File: src/rtl/afsk_pkg.sv
package afsk_pkg;

   typedef enum logic {
      TONE_MARK  = 1'b0,
      TONE_SPACE = 1'b1
   } tone_e;

   // Rounded quarter-wave point k of a quarter of length qlen, range 128..255
   function automatic int quarter_point(input int k, input int qlen);
      real ang;
      ang = 3.141592653589793 * real'(k) / (2.0 * real'(qlen));
      return $rtoi(128.0 + 127.0 * $sin(ang) + 0.5);
   endfunction

   // Full-wave point i of a wave of length wlen, built by mirroring
   function automatic int wave_point(input int i, input int wlen);
      int half;
      int qlen;
      int h;
      int k;
      int v;
      half = wlen / 2;
      qlen = wlen / 4;
      h    = i % half;
      k    = (h >= qlen) ? (half - 1 - h) : h;
      v    = quarter_point(k, qlen);
      return (i >= half) ? (255 - v) : v;
   endfunction

endpackage

File: src/rtl/afsk_sine_lut.sv
module afsk_sine_lut #(
   parameter int WAVE_LEN     = 512,
   parameter bit FOLD_QUARTER = 1'b1
) (
   input  logic [$clog2(WAVE_LEN)-1:0] idx,
   output logic [7:0]                  val
);
   localparam int AW      = $clog2(WAVE_LEN);
   localparam int QUARTER = WAVE_LEN / 4;

   generate
      if (WAVE_LEN != (1 << AW) || WAVE_LEN < 8) begin : g_bad_len
         $error("afsk_sine_lut: WAVE_LEN must be a power of two of at least 8");
      end

      if (FOLD_QUARTER) begin : g_fold
         logic [7:0]    qtab [QUARTER];
         logic [AW-2:0] half_idx;
         logic [AW-3:0] q_idx;
         logic [7:0]    qval;

         for (genvar i = 0; i < QUARTER; i++) begin : g_q
            localparam logic [7:0] PT = 8'(afsk_pkg::quarter_point(i, QUARTER));
            assign qtab[i] = PT;
         end

         assign half_idx = idx[AW-2:0];
         // second quarter of each half reads the table backwards
         assign q_idx    = half_idx[AW-2] ? ~half_idx[AW-3:0] : half_idx[AW-3:0];
         assign qval     = qtab[q_idx];
         assign val      = idx[AW-1] ? (8'd255 - qval) : qval;
      end else begin : g_full
         logic [7:0] ftab [WAVE_LEN];

         for (genvar i = 0; i < WAVE_LEN; i++) begin : g_f
            localparam logic [7:0] PT = 8'(afsk_pkg::wave_point(i, WAVE_LEN));
            assign ftab[i] = PT;
         end

         assign val = ftab[idx];
      end
   endgenerate

endmodule

File: src/rtl/afsk_dds.sv
module afsk_dds #(
   parameter int WAVE_LEN     = 512,
   parameter int DAC_RATE     = 9600,
   parameter int MARK_HZ      = 1200,
   parameter int SPACE_HZ     = 2200,
   parameter bit FOLD_QUARTER = 1'b1
) (
   input  logic             clk,
   input  logic             rst_n,
   input  logic             advance,
   input  afsk_pkg::tone_e  tone_sel,
   output logic [7:0]       sample
);
   import afsk_pkg::*;

   localparam int AW         = $clog2(WAVE_LEN);
   localparam int MARK_STEP  = (WAVE_LEN * MARK_HZ + DAC_RATE / 2) / DAC_RATE;
   localparam int SPACE_STEP = (WAVE_LEN * SPACE_HZ + DAC_RATE / 2) / DAC_RATE;
   localparam logic [AW-1:0] MARK_INC  = AW'(MARK_STEP);
   localparam logic [AW-1:0] SPACE_INC = AW'(SPACE_STEP);

   generate
      if (MARK_STEP < 1 || SPACE_STEP >= WAVE_LEN / 2) begin : g_bad_step
         $error("afsk_dds: tone steps fall outside the usable range");
      end
   endgenerate

   logic [AW-1:0] phase_q;
   logic [AW-1:0] step;

   assign step = (tone_sel == TONE_SPACE) ? SPACE_INC : MARK_INC;

   always_ff @(posedge clk) begin
      if (!rst_n) phase_q <= '0;
      else if (advance) phase_q <= phase_q + step;   // wraps modulo WAVE_LEN
   end

   afsk_sine_lut #(
      .WAVE_LEN     (WAVE_LEN),
      .FOLD_QUARTER (FOLD_QUARTER)
   ) u_lut (
      .idx (phase_q),
      .val (sample)
   );

   AST_PHASE_IDLE: assert property (@(posedge clk) disable iff (!rst_n)
      !advance |=> $stable(phase_q)) else $error("phase moved without a strobe");

endmodule

File: src/rtl/afsk_byte_stage.sv
module afsk_byte_stage #(
   parameter logic [7:0] ESC_BYTE = 8'h1B
) (
   input  logic       clk,
   input  logic       rst_n,
   input  logic [7:0] in_data,
   input  logic       in_valid,
   output logic       in_ready,
   input  logic       take,
   output logic       held,
   output logic [7:0] held_data,
   output logic       held_lit
);
   logic esc_pend;
   logic accept;

   assign in_ready = !held;
   assign accept   = in_valid && in_ready;

   always_ff @(posedge clk) begin
      if (!rst_n) begin
         held      <= 1'b0;
         held_data <= '0;
         held_lit  <= 1'b0;
         esc_pend  <= 1'b0;
      end else begin
         if (take) held <= 1'b0;
         if (accept) begin
            if (!esc_pend && in_data == ESC_BYTE) begin
               esc_pend <= 1'b1;                 // absorbed, never transmitted
            end else begin
               held      <= 1'b1;
               held_data <= in_data;
               held_lit  <= esc_pend;
               esc_pend  <= 1'b0;
            end
         end
      end
   end

   AST_HOLD_STABLE: assert property (@(posedge clk) disable iff (!rst_n)
      held && !take |=> held && $stable(held_data) && $stable(held_lit)) else $error("waiting byte lost");
   AST_ESC_ABSORB: assert property (@(posedge clk) disable iff (!rst_n)
      accept && !esc_pend && in_data == ESC_BYTE |=> !held) else $error("escape byte was queued");

endmodule

File: src/rtl/afsk_bit_engine.sv
module afsk_bit_engine #(
   parameter int         SAMPLES_PER_BIT = 8,
   parameter int         STUFF_LIMIT     = 5,
   parameter logic [7:0] FLAG_BYTE       = 8'h7E,
   parameter logic [7:0] ABORT_BYTE      = 8'h7F
) (
   input  logic            clk,
   input  logic            rst_n,
   input  logic            sample_stb,
   input  logic            held,
   input  logic [7:0]      held_data,
   input  logic            held_lit,
   output logic            take,
   output logic            busy,
   output logic            advance,
   output afsk_pkg::tone_e tone_next
);
   import afsk_pkg::*;

   localparam int CW = (SAMPLES_PER_BIT > 1) ? $clog2(SAMPLES_PER_BIT) : 1;
   localparam logic [CW-1:0] CNT_LAST = CW'(SAMPLES_PER_BIT - 1);
   localparam logic [3:0]    RUN_MAX  = 4'(STUFF_LIMIT);

   generate
      if (STUFF_LIMIT < 1 || STUFF_LIMIT > 14) begin : g_bad_limit
         $error("afsk_bit_engine: STUFF_LIMIT out of range");
      end
   endgenerate

   logic [CW-1:0] cnt_q;
   logic [7:0]    sh_q, sh_n;
   logic [3:0]    left_q, left_n;
   logic [3:0]    ones_q, ones_n;
   logic          stuff_q, stuff_n;
   tone_e         tone_q, tone_n;
   logic          bit_start;
   logic          starve;
   logic          bit_step;

   assign bit_start = sample_stb && busy && (cnt_q == '0);
   assign starve    = (left_q == '0) && !held;
   assign bit_step  = bit_start && !starve;
   assign take      = bit_step && (left_q == '0);
   assign advance   = sample_stb && busy && !(bit_start && starve);
   assign tone_next = tone_n;

   always_comb begin
      sh_n    = sh_q;
      left_n  = left_q;
      ones_n  = ones_q;
      stuff_n = stuff_q;
      tone_n  = tone_q;
      if (bit_step) begin
         if (left_q == '0) begin
            if (!stuff_q) ones_n = '0;
            sh_n    = held_data;
            left_n  = 4'd8;
            stuff_n = held_lit || !(held_data == FLAG_BYTE || held_data == ABORT_BYTE);
         end
         if (stuff_n && ones_n >= RUN_MAX) begin
            tone_n = (tone_q == TONE_MARK) ? TONE_SPACE : TONE_MARK;   // inserted zero
            ones_n = '0;
         end else begin
            if (sh_n[0]) begin
               if (ones_n != 4'hF) ones_n = ones_n + 4'd1;
            end else begin
               ones_n = '0;
               tone_n = (tone_q == TONE_MARK) ? TONE_SPACE : TONE_MARK;
            end
            sh_n   = {1'b0, sh_n[7:1]};
            left_n = left_n - 4'd1;
         end
      end
   end

   always_ff @(posedge clk) begin
      if (!rst_n) begin
         busy    <= 1'b0;
         cnt_q   <= '0;
         sh_q    <= '0;
         left_q  <= '0;
         ones_q  <= '0;
         stuff_q <= 1'b1;
         tone_q  <= TONE_MARK;
      end else if (!busy) begin
         if (held) begin
            busy   <= 1'b1;
            tone_q <= TONE_MARK;
            cnt_q  <= '0;
            left_q <= '0;
         end
      end else if (sample_stb) begin
         if (cnt_q == '0) begin
            if (starve) begin
               busy <= 1'b0;
            end else begin
               sh_q    <= sh_n;
               left_q  <= left_n;
               ones_q  <= ones_n;
               stuff_q <= stuff_n;
               tone_q  <= tone_n;
               cnt_q   <= CNT_LAST;
            end
         end else begin
            cnt_q <= cnt_q - 1'b1;
         end
      end
   end

   AST_RUN_BOUND: assert property (@(posedge clk) disable iff (!rst_n)
      busy && stuff_q |-> ones_q <= RUN_MAX) else $error("ones run passed the stuffing limit");
   AST_TONE_AT_EDGE: assert property (@(posedge clk) disable iff (!rst_n)
      busy && !bit_start |=> $stable(tone_q)) else $error("tone changed inside a bit");
   AST_START_MARK: assert property (@(posedge clk) disable iff (!rst_n)
      $rose(busy) |-> tone_q == TONE_MARK) else $error("transmission not started on mark");

endmodule

File: src/rtl/afsk_modulator.sv
module afsk_modulator #(
   parameter int         DAC_RATE     = 9600,
   parameter int         BAUD         = 1200,
   parameter int         MARK_HZ      = 1200,
   parameter int         SPACE_HZ     = 2200,
   parameter int         WAVE_LEN     = 512,
   parameter bit         FOLD_QUARTER = 1'b1,
   parameter int         STUFF_LIMIT  = 5,
   parameter logic [7:0] FLAG_BYTE    = 8'h7E,
   parameter logic [7:0] ABORT_BYTE   = 8'h7F,
   parameter logic [7:0] ESC_BYTE     = 8'h1B
) (
   input  logic       clk,
   input  logic       rst_n,
   input  logic       sample_stb,
   input  logic [7:0] in_data,
   input  logic       in_valid,
   output logic       in_ready,
   output logic [7:0] dac_sample,
   output logic       busy
);
   import afsk_pkg::*;

   localparam int SAMPLES_PER_BIT = DAC_RATE / BAUD;

   generate
      if (DAC_RATE % BAUD != 0 || SAMPLES_PER_BIT < 2) begin : g_bad_rate
         $error("afsk_modulator: DAC_RATE must be a multiple (at least 2x) of BAUD");
      end
   endgenerate

   logic       held;
   logic [7:0] held_data;
   logic       held_lit;
   logic       take;
   logic       advance;
   tone_e      tone_next;

   afsk_byte_stage #(
      .ESC_BYTE (ESC_BYTE)
   ) u_stage (
      .clk       (clk),
      .rst_n     (rst_n),
      .in_data   (in_data),
      .in_valid  (in_valid),
      .in_ready  (in_ready),
      .take      (take),
      .held      (held),
      .held_data (held_data),
      .held_lit  (held_lit)
   );

   afsk_bit_engine #(
      .SAMPLES_PER_BIT (SAMPLES_PER_BIT),
      .STUFF_LIMIT     (STUFF_LIMIT),
      .FLAG_BYTE       (FLAG_BYTE),
      .ABORT_BYTE      (ABORT_BYTE)
   ) u_engine (
      .clk        (clk),
      .rst_n      (rst_n),
      .sample_stb (sample_stb),
      .held       (held),
      .held_data  (held_data),
      .held_lit   (held_lit),
      .take       (take),
      .busy       (busy),
      .advance    (advance),
      .tone_next  (tone_next)
   );

   afsk_dds #(
      .WAVE_LEN     (WAVE_LEN),
      .DAC_RATE     (DAC_RATE),
      .MARK_HZ      (MARK_HZ),
      .SPACE_HZ     (SPACE_HZ),
      .FOLD_QUARTER (FOLD_QUARTER)
   ) u_dds (
      .clk      (clk),
      .rst_n    (rst_n),
      .advance  (advance),
      .tone_sel (tone_next),
      .sample   (dac_sample)
   );

   AST_IDLE_HOLD: assert property (@(posedge clk) disable iff (!rst_n)
      !busy |=> $stable(dac_sample)) else $error("output moved while idle");

endmodule

File: config.mk
export PLATFORM = sky130hd
export DESIGN_NAME = afsk_modulator
export DESIGN_NICKNAME = d
export VERILOG_FILES = /design/src/rtl/afsk_pkg.sv /design/src/rtl/afsk_sine_lut.sv /design/src/rtl/afsk_dds.sv /design/src/rtl/afsk_byte_stage.sv /design/src/rtl/afsk_bit_engine.sv /design/src/rtl/afsk_modulator.sv
export SDC_FILE = /design/constraint.sdc
export NUM_CORES = 1
export LEC_CHECK = 0
export ABC_AREA = 1
export BUFFER_PORTS_ARGS = -buffer_cell sky130_fd_sc_hd__buf_2
export CAP_MARGIN = 20
export CORE_MARGIN = 1.5
export CORE_UTILIZATION = 50
export CTS_CLUSTER_DIAMETER = 200
export DETAILED_ROUTE_END_ITERATION = 12
export PLACE_DENSITY_LB_ADDON = 0.12
export SYNTH_ARGS = -nofsm -noshare
export SYNTH_HDL_FRONTEND = slang
export SYNTH_SLANG_ARGS = --single-unit
File: constraint.sdc
create_clock -name clk -period 4.2 [get_ports clk]
set_input_delay 0.84 -clock clk [delete_from_list [all_inputs] [get_ports clk]]
set_output_delay 0.84 -clock clk [all_outputs]
set_load 0.005 [all_outputs]
==> flow_metrics.env <==
export IMPL_status="completed"
export IMPL_cts_repair_timing_setup_buffer_count=0
export IMPL_fp_dieH_um=83.52
export IMPL_clock_skew_ns=0.01030
export IMPL_placedCellCount=588
export IMPL_synth_top_area_share_pct=25.94
export IMPL_die_w_um=83.52
export IMPL_finalCritPeriodShare_pct=86.90
export IMPL_cts_resized=0
export IMPL_clk_pin_slew_worst_paths_ns=0.09
export IMPL_place_hpwl_mm=5.427
export IMPL_dr_pass1_iters=5
export IMPL_rows=29
export IMPL_synth_net_count=542
export IMPL_finalWeightedCongestion=0.9027
export IMPL_yosysWarnings=0
export IMPL_start_kind="register"
export IMPL_pin_count=22
export IMPL_area_delta_synth_final_pct=6.484
export IMPL_postSynthCellCount=508
export IMPL_root_buffer="clkbuf_8"
export IMPL_grt_max_degree=31
export IMPL_antenna_left=0
export IMPL_numCtsBuffers=5
export IMPL_timing_hold_worst_class="register to register"
export IMPL_cap_viol_max_count=0
export IMPL_crit_family="flip-flops"
export IMPL_tns_ns=0
export IMPL_start_util_pct=51.35
export IMPL_synth_avg_cell_area_um2=6.382
export IMPL_cts_buffer_depth=2
export IMPL_p_int_w=0.0006506
export IMPL_viasPerCell=5.444
export IMPL_cp_arrival_ns=2.81
export IMPL_clk_latency_ns=0.30
export IMPL_synthArstFlopShare_pct=0
export IMPL_p_total_w=0.0009835
export IMPL_grt_overflow_total=0
export IMPL_synth_area_leader_cell="dfxtp_1"
export IMPL_coreArea_mm2=0.006314
export IMPL_power_switching_w=0.0003329
export IMPL_n_antenna_cell=0
export IMPL_wl_per_cell_um=12.50
export IMPL_ys_types=37
export IMPL_clock_sinks=42
export IMPL_pwr_share_comb_pct=26.8
export IMPL_rsz0062_at_grt="no"
export IMPL_drtIter0Drc=162
export IMPL_power_per_cell_area_mw_per_mm2=284.9
export IMPL_slew_limit_headroom_pct=54.04
export IMPL_max_freq_mhz=274.0
export IMPL_leakagePower_nw=1.571
export IMPL_netSwitchingFraction_pct=33.85
export IMPL_cpMaxStageDelayCell="dfxtp_1"
export IMPL_vias=3250
export IMPL_cp_slowest_stage_delay_ns=0.66
export IMPL_cp_common_cell="nand2_1"
export IMPL_synth_area_mm2=0.003242
export IMPL_ys_top_cells_by_area="dfxtp_1, nand2_1, ha_1, a21oi_1, o21ai_0"
export IMPL_worst_pin_slew_ns=0.6887
export IMPL_dieArea_mm2=0.006976
export IMPL_tritoncts="yes"
export IMPL_final_hold_violation_count=0
export IMPL_synth_ff_type="dfxtp_1"
export IMPL_critical_path_class="register to output port"
export IMPL_grt_pass1_wl_mm=13.43
export IMPL_synth_edf_count=0
export IMPL_nets=553
export IMPL_pwr_share_clk_pct=28.7
export IMPL_crit_path_max_fanout=11
export IMPL_instances_no_fill=597
export IMPL_holdBufCountCts=0
export IMPL_ys_seq_area_share_pct=25.94
export IMPL_slew_viol_final=0
export IMPL_io_buffers=21
export IMPL_wirelength_mm=7.464
export IMPL_grtUsageTotal_pct=22.73
export IMPL_setup_violations=0
export IMPL_period_minus_slack_ns=3.650
export IMPL_drive_gt1_share_pct=10.58
export IMPL_ys_ff_latch=42
export IMPL_drc_errors=0
export IMPL_peakVddDrop_uv=187.7
export IMPL_grt_pass1_vias=3101
export IMPL_crit_chain="xor2_2 -> inv_1 -> ha_1 -> inv_1 -> nand2_1 -> nand2_1 -> inv_1 -> o21ai_1 -> nand2_1 -> nand3_1 -> nand2_1 -> nand2_1 -> nand2_1 -> nand2_1 -> buf_2"
export IMPL_crit_required_ns=3.36
export IMPL_crit_buf_inv=4
export IMPL_seqPwrFrac_pct=44.5
export IMPL_cp_end_kind="output port"
export IMPL_antenna_found_initial=0
export IMPL_cts_htree_levels=2
[power by group through the flow]
| stage | clock network [W] | logic [W] | registers (W) |
|---|---|---|---|
| 2_1_floorplan | 0 | 0.000203 | 0.000442 |
| 3_3_place_gp | 0 | 0.000259 | 0.000447 |
| 3_5_place_dp | 0 | 0.000260 | 0.000447 |
| 4_1_cts | 0.000289 | 0.000261 | 0.000438 |
| 5_1_grt | 0.000303 | 0.000304 | 0.000441 |
| 6_report | 0.000282 | 0.000264 | 0.000437 |
[final timing paths]
check | end | startpoint | slack (ns) | depth (start not counted)
worst max-delay path | dac_sample[2] | u_dds.phase_q[7] | 0.55 | 15
worst max register to register | u_dds.phase_q[8] | u_engine.left_q[0] | 0.60 | 22
worst min register to register | u_stage.held_data[0] | u_stage.held_data[0] | 0.46 | 2
worst min-delay path | u_stage.held_data[0] | u_stage.held_data[0] | 0.46 | 2
[tightest hold or removal path, stage by stage (launching register included)]
cell	delay, ns
dfxtp_1	0.31
inv_1	0.06
a21oi_1	0.05
[registers in the layout, indices dropped and copies added, names as in the netlist]
name	count
u_stage.held_lit	1
u_engine.cnt_q	3
u_stage.held	1
u_dds.phase_q	9
u_engine.tone_q	1
u_engine.busy	1
u_engine.stuff_q	1
u_engine.left_q	4
u_engine.sh_q	8
u_stage.held_data	8
u_engine.ones_q	4
u_stage.esc_pend	1
[area by class of cell]
type                    instances  area, um2
clock buffers                   7      86.33
clock inverters                 1      8.758
fillers                       663       2861
inverters                      56      212.7
multi-input cells             391       2087
flip-flops and latches         42      840.8
well taps                      77      96.34
repair buffers                 23      120.1
[cell usage after synthesis (2+ instances only)]
| cell | n |
|---|---|
| ha_1 | 22 |
| a31oi_1 | 9 |
| a21oi_1 | 45 |
| buf_2 | 6 |
| dfxtp_1 | 42 |
| nand3_1 | 34 |
| inv_1 | 46 |
| nor2_1 | 25 |
| nor2_4 | 4 |
| xnor2_1 | 4 |
| o22ai_1 | 2 |
| nand2_2 | 3 |
| o21ai_1 | 7 |
| nand2_4 | 2 |
| o21ai_0 | 41 |
| buf_4 | 4 |
| xor2_1 | 6 |
| inv_2 | 9 |
| xor2_2 | 2 |
| nand4_1 | 5 |
| o211ai_1 | 9 |
| nor3_1 | 6 |
| nand2_1 | 154 |
| clkbuf_1 | 8 |
[cell usage in the layout (no fill, tap or decap), types with 3 or more instances in the layout]
cell type  instances
nand3_1           34
nor2_1            25
clkbuf_8           6
inv_2              9
ha_1              22
nand4_1            5
buf_2             21
o21ai_1            7
xnor2_1            4
o21ai_0           41
nand2_2            3
nor3_1             6
nand2_1          154
a31oi_1            9
xor2_1             6
o211ai_1           9
dfxtp_1           42
a21oi_1           45
nor2_4             4
inv_1             46
[metal layers]
metal | track usage (%) | share of wire (%) | routed length (um)
met5 | 0 | 0 | 0
met1 | 29.66 | 47 | 3534
met3 | 3.363 | 4.2 | 317
met4 | 9.091 | 1.5 | 110
met2 | 37.84 | 47 | 3502
[logic make-up (layout without fill, tap and decap cells)]
group | count (synthesis) | after routing | share of synthesized area, %
simple gates | 241 | 241 | 32.88
flops | 42 | 42 | 25.94
buf+inv | 75 | 87 | 9.688
xor+xnor | 12 | 12 | 3.705
compound gates | 116 | 116 | 19.30
fa+ha+maj | 22 | 22 | 8.491
[through the flow]
| step | util (%) | hold slack, ns | worst slack (ns) | instance area (um2) |
|---|---|---|---|---|
| floorplan | - | 0.4298 | 1.159 | 3242 |
| global placement | 53.05 | 0.4488 | 0.6134 | 3349 |
| detailed placement | 53.05 | 0.4531 | 0.6212 | 3349 |
| CTS | 54.56 | 0.4653 | 0.5068 | 3445 |
| global route | 54.68 | 0.5025 | 0.07090 | 3452 |
| finish | 54.68 | 0.4607 | 0.5501 | 3452 |
Note: power is estimated with default switching activity, not from simulation.
